===== src/rtl/rpr_pkg.sv =====
`timescale 1ns/1ps
package rpr_pkg;
  localparam int unsigned LINES_DEFAULT   = 8;
  localparam int unsigned CASCADE_DEFAULT = 2;

  // modular sum of two indices for a ring of n lines
  function automatic int unsigned ring_add(int unsigned a, int unsigned b, int unsigned n);
    return (a + b) % n;
  endfunction

  // distance of line idx behind the rotation base, i.e. its rank
  function automatic int unsigned ring_rank(int unsigned idx, int unsigned base, int unsigned n);
    return (idx + n - (base % n)) % n;
  endfunction
endpackage


===== src/rtl/prio_rotate.sv =====
`timescale 1ns/1ps
// Output bit r holds the input bit of the line whose rank is r.
module prio_rotate #(
  parameter int unsigned N_LINES = 8,
  localparam int unsigned IDX_W = (N_LINES > 1) ? $clog2(N_LINES) : 1
) (
  input  logic [N_LINES-1:0] vec_i,
  input  logic [IDX_W-1:0]   base_i,
  output logic [N_LINES-1:0] vec_o
);
  import rpr_pkg::*;

  for (genvar g = 0; g < N_LINES; g++) begin : g_rank
    logic [IDX_W-1:0] src_idx;
    assign src_idx   = IDX_W'(ring_add(g, int'(base_i), N_LINES));
    assign vec_o[g]  = vec_i[src_idx];
  end
endmodule


===== src/rtl/prio_first.sv =====
`timescale 1ns/1ps
// Lowest set bit index; N_LINES when the vector is empty.
module prio_first #(
  parameter int unsigned N_LINES = 8,
  localparam int unsigned RANK_W = $clog2(N_LINES + 1)
) (
  input  logic [N_LINES-1:0] vec_i,
  output logic [RANK_W-1:0]  rank_o,
  output logic               found_o
);
  always_comb begin
    rank_o = RANK_W'(N_LINES);
    for (int i = N_LINES - 1; i >= 0; i--) begin
      if (vec_i[i]) rank_o = RANK_W'(i);
    end
  end

  assign found_o = |vec_i;
endmodule


===== src/rtl/isr_filter.sv =====
`timescale 1ns/1ps
// Builds the in-service vector that takes part in the rank comparison.
module isr_filter #(
  parameter int unsigned N_LINES      = 8,
  parameter int unsigned CASCADE_LINE = 2
) (
  input  logic [N_LINES-1:0] isr_i,
  input  logic [N_LINES-1:0] mask_i,
  input  logic               special_mask_i,
  input  logic               nest_cascade_i,
  input  logic               is_master_i,
  output logic [N_LINES-1:0] isr_eff_o
);
  logic [N_LINES-1:0] smm_drop;
  logic [N_LINES-1:0] cas_drop;

  assign smm_drop = special_mask_i ? mask_i : '0;

  if (CASCADE_LINE < N_LINES) begin : g_cascade
    always_comb begin
      cas_drop = '0;
      cas_drop[CASCADE_LINE] = nest_cascade_i & is_master_i;
    end
  end else begin : g_no_cascade
    logic unused_cas;
    assign unused_cas = nest_cascade_i ^ is_master_i;
    assign cas_drop   = '0;
  end

  assign isr_eff_o = isr_i & ~smm_drop & ~cas_drop;
endmodule


===== src/rtl/rot_prio_resolver.sv =====
`timescale 1ns/1ps
module rot_prio_resolver #(
  parameter int unsigned N_LINES      = rpr_pkg::LINES_DEFAULT,
  parameter int unsigned CASCADE_LINE = rpr_pkg::CASCADE_DEFAULT,
  localparam int unsigned IDX_W  = (N_LINES > 1) ? $clog2(N_LINES) : 1,
  localparam int unsigned RANK_W = $clog2(N_LINES + 1)
) (
  input  logic               clk,
  input  logic               rst_n,
  input  logic [N_LINES-1:0] req_i,
  input  logic [N_LINES-1:0] mask_i,
  input  logic [N_LINES-1:0] isr_i,
  input  logic [IDX_W-1:0]   base_i,
  input  logic               special_mask_i,
  input  logic               nest_cascade_i,
  input  logic               is_master_i,
  output logic               valid_o,
  output logic [IDX_W-1:0]   line_o,
  output logic               irq_o
);
  import rpr_pkg::*;

  // named internal events
  logic [N_LINES-1:0] cand_vec;
  logic [N_LINES-1:0] isr_eff;
  logic [N_LINES-1:0] cand_rot;
  logic [N_LINES-1:0] isr_rot;
  logic [RANK_W-1:0]  cand_rank;
  logic [RANK_W-1:0]  svc_rank;
  logic               cand_found;
  logic               svc_found;
  logic               win;

  assign cand_vec = req_i & ~mask_i;

  isr_filter #(.N_LINES(N_LINES), .CASCADE_LINE(CASCADE_LINE)) u_filter (
    .isr_i          (isr_i),
    .mask_i         (mask_i),
    .special_mask_i (special_mask_i),
    .nest_cascade_i (nest_cascade_i),
    .is_master_i    (is_master_i),
    .isr_eff_o      (isr_eff)
  );

  prio_rotate #(.N_LINES(N_LINES)) u_rot_cand (
    .vec_i (cand_vec), .base_i (base_i), .vec_o (cand_rot)
  );
  prio_rotate #(.N_LINES(N_LINES)) u_rot_isr (
    .vec_i (isr_eff), .base_i (base_i), .vec_o (isr_rot)
  );

  prio_first #(.N_LINES(N_LINES)) u_first_cand (
    .vec_i (cand_rot), .rank_o (cand_rank), .found_o (cand_found)
  );
  prio_first #(.N_LINES(N_LINES)) u_first_isr (
    .vec_i (isr_rot), .rank_o (svc_rank), .found_o (svc_found)
  );

  assign win     = cand_found & (!svc_found | (cand_rank < svc_rank));
  assign valid_o = win;
  assign line_o  = win ? IDX_W'(ring_add(int'(cand_rank), int'(base_i), N_LINES)) : '0;

  always_ff @(posedge clk or negedge rst_n) begin
    if (!rst_n) irq_o <= 1'b0;
    else        irq_o <= win;
  end
endmodule


===== config.mk =====
export PLATFORM = sky130hd
export DESIGN_NAME = rot_prio_resolver
export DESIGN_NICKNAME = d
export VERILOG_FILES = /design/src/rtl/rpr_pkg.sv /design/src/rtl/prio_rotate.sv /design/src/rtl/prio_first.sv /design/src/rtl/isr_filter.sv /design/src/rtl/rot_prio_resolver.sv
export SDC_FILE = /design/constraint.sdc
export NUM_CORES = 1
export LEC_CHECK = 0
export ABC_AREA = 1
export BUFFER_PORTS_ARGS = -buffer_cell sky130_fd_sc_hd__buf_4
export CELL_PAD_IN_SITES_DETAIL_PLACEMENT = 1
export CELL_PAD_IN_SITES_GLOBAL_PLACEMENT = 1
export CORE_ASPECT_RATIO = 1.2
export CORE_MARGIN = 2
export CORE_UTILIZATION = 35
export CTS_CLUSTER_DIAMETER = 30
export DETAILED_ROUTE_END_ITERATION = 10
export HOLD_SLACK_MARGIN = 0.06
export PLACE_DENSITY = 0.8
export SKIP_LAST_GASP = 1
export SYNTH_ARGS = -nofsm -noshare
export SYNTH_HDL_FRONTEND = slang
export SYNTH_SLANG_ARGS = --single-unit

===== constraint.sdc =====
create_clock -name clk -period 3.3 [get_ports clk]
set_clock_uncertainty 0.2 [all_clocks]
set_input_delay 0.33 -clock clk [delete_from_list [all_inputs] [get_ports clk]]
set_output_delay 0.33 -clock clk [all_outputs]
set_load 0.02 [all_outputs]

==> impl_metrics.ini <==
[place]
port_buffers = 36
dpl.cell_count = 305
finalWeightedCongestion = 0.8742
pre_cts_slack_ns = -0.01063
hpwlAfterDp_um = 3667

[yosys]
postSynth.asyncResetShare = 1.000
synth.most_common_cell = nand2_1
yosysWarningCount = 0
number_of_cells_produced_by_synthesis = 226
synth_area_leader_cell = nand2_1
synth.top_cells.by_count = 76 x nand2_1, 50 x nand3_1, 27 x inv_1, 12 x nand3_2, 9 x nor2_1
synth_enable_flop_cells = 0
postSynthRegisterBits = 1
synth_top_area_frac = 0.2242
synth_nets = 265
synth_cell_type_count = 31
syn-cell-area_um2 = 1272
synthesized_area_per_cell_um2 = 5.630
ys_seq_area_frac = 0.01967
biggest_area_contributors_in_the_synthesized_netlist = nand2_1 22%, nand3_1 20%, nand3_2 9.4%, inv_1 8.0%, ha_1 5.9%
synth_flop_cell = dfrtp_1

[sta]
final.setup.worst_slack_ns = 0.05670
final-setup-viol-count = 0
timing.max_slew.rel_slack = 0.8132
finalCritPeriodShare = 0.9828
post_route_minimum_period_ns = 3.243
maximum_frequency_from_static_timing_analysis_mhz = 308.3
drv_slew = 0
worstMarginPinSlew_ns = 0.2783
hold_viol = 0

[flow_run]
maxCapViolations = 0

[setup_path]
timing.critical_path.from_type = primary input
critPathMaxFanout = 6
arrival_ns = 2.71
endpoint_kind = output port
worst-setup-path-type = in2out
cp_data_required_time_ns = 2.77

[pwr]
power.density_cell_area_nw_per_um2 = 270.6
pwr-share-seq = 0.041
p_int_uw = 227.6
clock_network_power_share = 0
share_comb_of_total_power = 0.959
switching_power_uw = 281.8
sw_frac_of_total = 0.5532
vdd_ir_drop_max_mv = 0.08900
power_leakage_nw = 1.015

[routing]
routed_wirelength_um = 4731
dr.max_layer_used = met4
drt-met1-wl_um = 1825
avgViaCountPerCell = 5.383
vias = 1685
routed_wire_length_per_instance_um = 15.12
met2RoutedLength_um = 2629
detail_route.iter0.violations = 41
dr.pass1.iters = 4
sum_of_met3_wire_segment_lengths_after_detailed_routing_um = 160
remaining_antenna_violation_count = 0
detail_route.drc_violations = 0

[floorplanning]
floorplan.io_pins = 37
design.die.area_um2 = 4136
placement_rows = 24
placeable_core_region_um2 = 3573
initial_utilization = 0.3561
die_height_um = 70.05
floorplan.die.width_um = 59.04

[global_routing]
grt_usage = 0.2016
vias_in_the_first_global_route = 1611
antenna_found_initial = 0
grt_max_degree = 17
grt_first_pass_wirelength_um = 6768
grt_remaining_overflow = 0

[layout]
num_antenna_cells = 0
final_nets = 315
finalCoreUtilization = 0.5270
instances_no_fill = 313
max_flop_register = irq_o
post_route_cells_drive_above_1_share = 0.4051
layout-area-overhead-vs-synth_pct = 47.98
largest_reg_flops = 1
largestRegisters = irq_o: 1 flops

[clocking]
clk_pin_slew_worst_paths_ns = 0

[worst_hold_path]
hold_path_class = in2async

[outcome]
run_status = finished, final reports clean
[worst max-delay path, stage by stage]
cell	delay, ns
buf_4	0.14
buf_12	0.14
buf_8	0.13
nand4_1	0.16
nand3_1	0.17
a31oi_2	0.26
nand2_2	0.11
nor3_4	0.18
nand4_1	0.19
ha_4	0.29
a21oi_1	0.14
nand2_1	0.06
nand2_1	0.07
nand2_2	0.09
nor2_1	0.10
buf_4	0.14
[layer usage]
metal / GRT usage / vias to the layer above
met3: 0.003704 / 11
met2: 0.3802 / 53
met5: 0 / -
met1: 0.2475 / 787
li1: - / 834
met4: 0.03788 / 0
[stage by stage]
| stage | hold WS (ns) | power (mW) | instance area, um^2 | setup TNS [ns] |
|---|---|---|---|---|
| 2_1_floorplan | -0.1656 | 0.2981 | 1272 | -0.1581 |
| 3_3_place_gp | -0.09501 | 0.4342 | 1613 | 0 |
| 3_5_place_dp | -0.09416 | 0.4474 | 1613 | -0.01063 |
| 4_1_cts | 0.4560 | 0.4506 | 1625 | 0 |
| 5_1_grt | 0.4651 | 0.5558 | 1883 | -0.3679 |
| 6_report | 0.4498 | 0.5095 | 1883 | 0 |
[layout by cell type (no fill, tap or decap), types with 3 or more instances in the layout]
master,instances
buf_4,48
o21ai_1,5
buf_6,3
nand3_2,22
nand2_1,69
nor2_1,8
inv_2,4
nand2_2,9
ha_1,3
inv_1,27
ha_4,3
nand3_1,39
o21ai_2,3
[path summary, 6_finish.rpt]
path,slack (ns),cells past startpoint,from,endpoint
worst max-delay path,0.06,16,base_i[0],line_o[2]
max in group asynchronous,2.37,2,rst_n,irq_o$_DFF_PN0_
min in group clk,0.57,1,irq_o$_DFF_PN0_,irq_o
worst min-delay path,0.45,2,rst_n,irq_o$_DFF_PN0_
[logic make-up after synthesis]
kind of cell             after synthesis  share of synthesized area
AO/OA/AOI/OAI                         17                    0.08751
XOR/XNOR                               5                    0.06982
adder cells (fa/ha/maj)                7                    0.07473
buffers and inverters                 41                     0.1524
flip-flops                             1                    0.01966
AND/OR/NAND/NOR                      155                     0.5959
[repair_timing]
item                                   4_1_cts  5_1_grt
resized for setup                            1       42
endpoints found under the hold margin        1        0
gates cloned                                 0        1
pin swaps                                    0       17
buffers inserted                             0        6
setup endpoints to repair                    1        4
hold buffers                                 1        0
[power by group through the flow]
stage	Sequential, mW	Combinational, mW	Clock [mW]
2_1_floorplan	0.0287	0.269	0
3_3_place_gp	0.0206	0.414	0
3_5_place_dp	0.0205	0.427	0
4_1_cts	0.0207	0.430	0
5_1_grt	0.0219	0.534	0
6_report	0.0208	0.489	0
[final cells by class]
type / count / area (um^2)
multi-input combinational: 184 / 1207
sequential: 1 / 25.02
fill: 505 / 1690
timing repair buffer: 55 / 464.2
inverter: 34 / 137.6
tap: 39 / 48.80
Note: power is estimated with default switching activity, not from simulation.
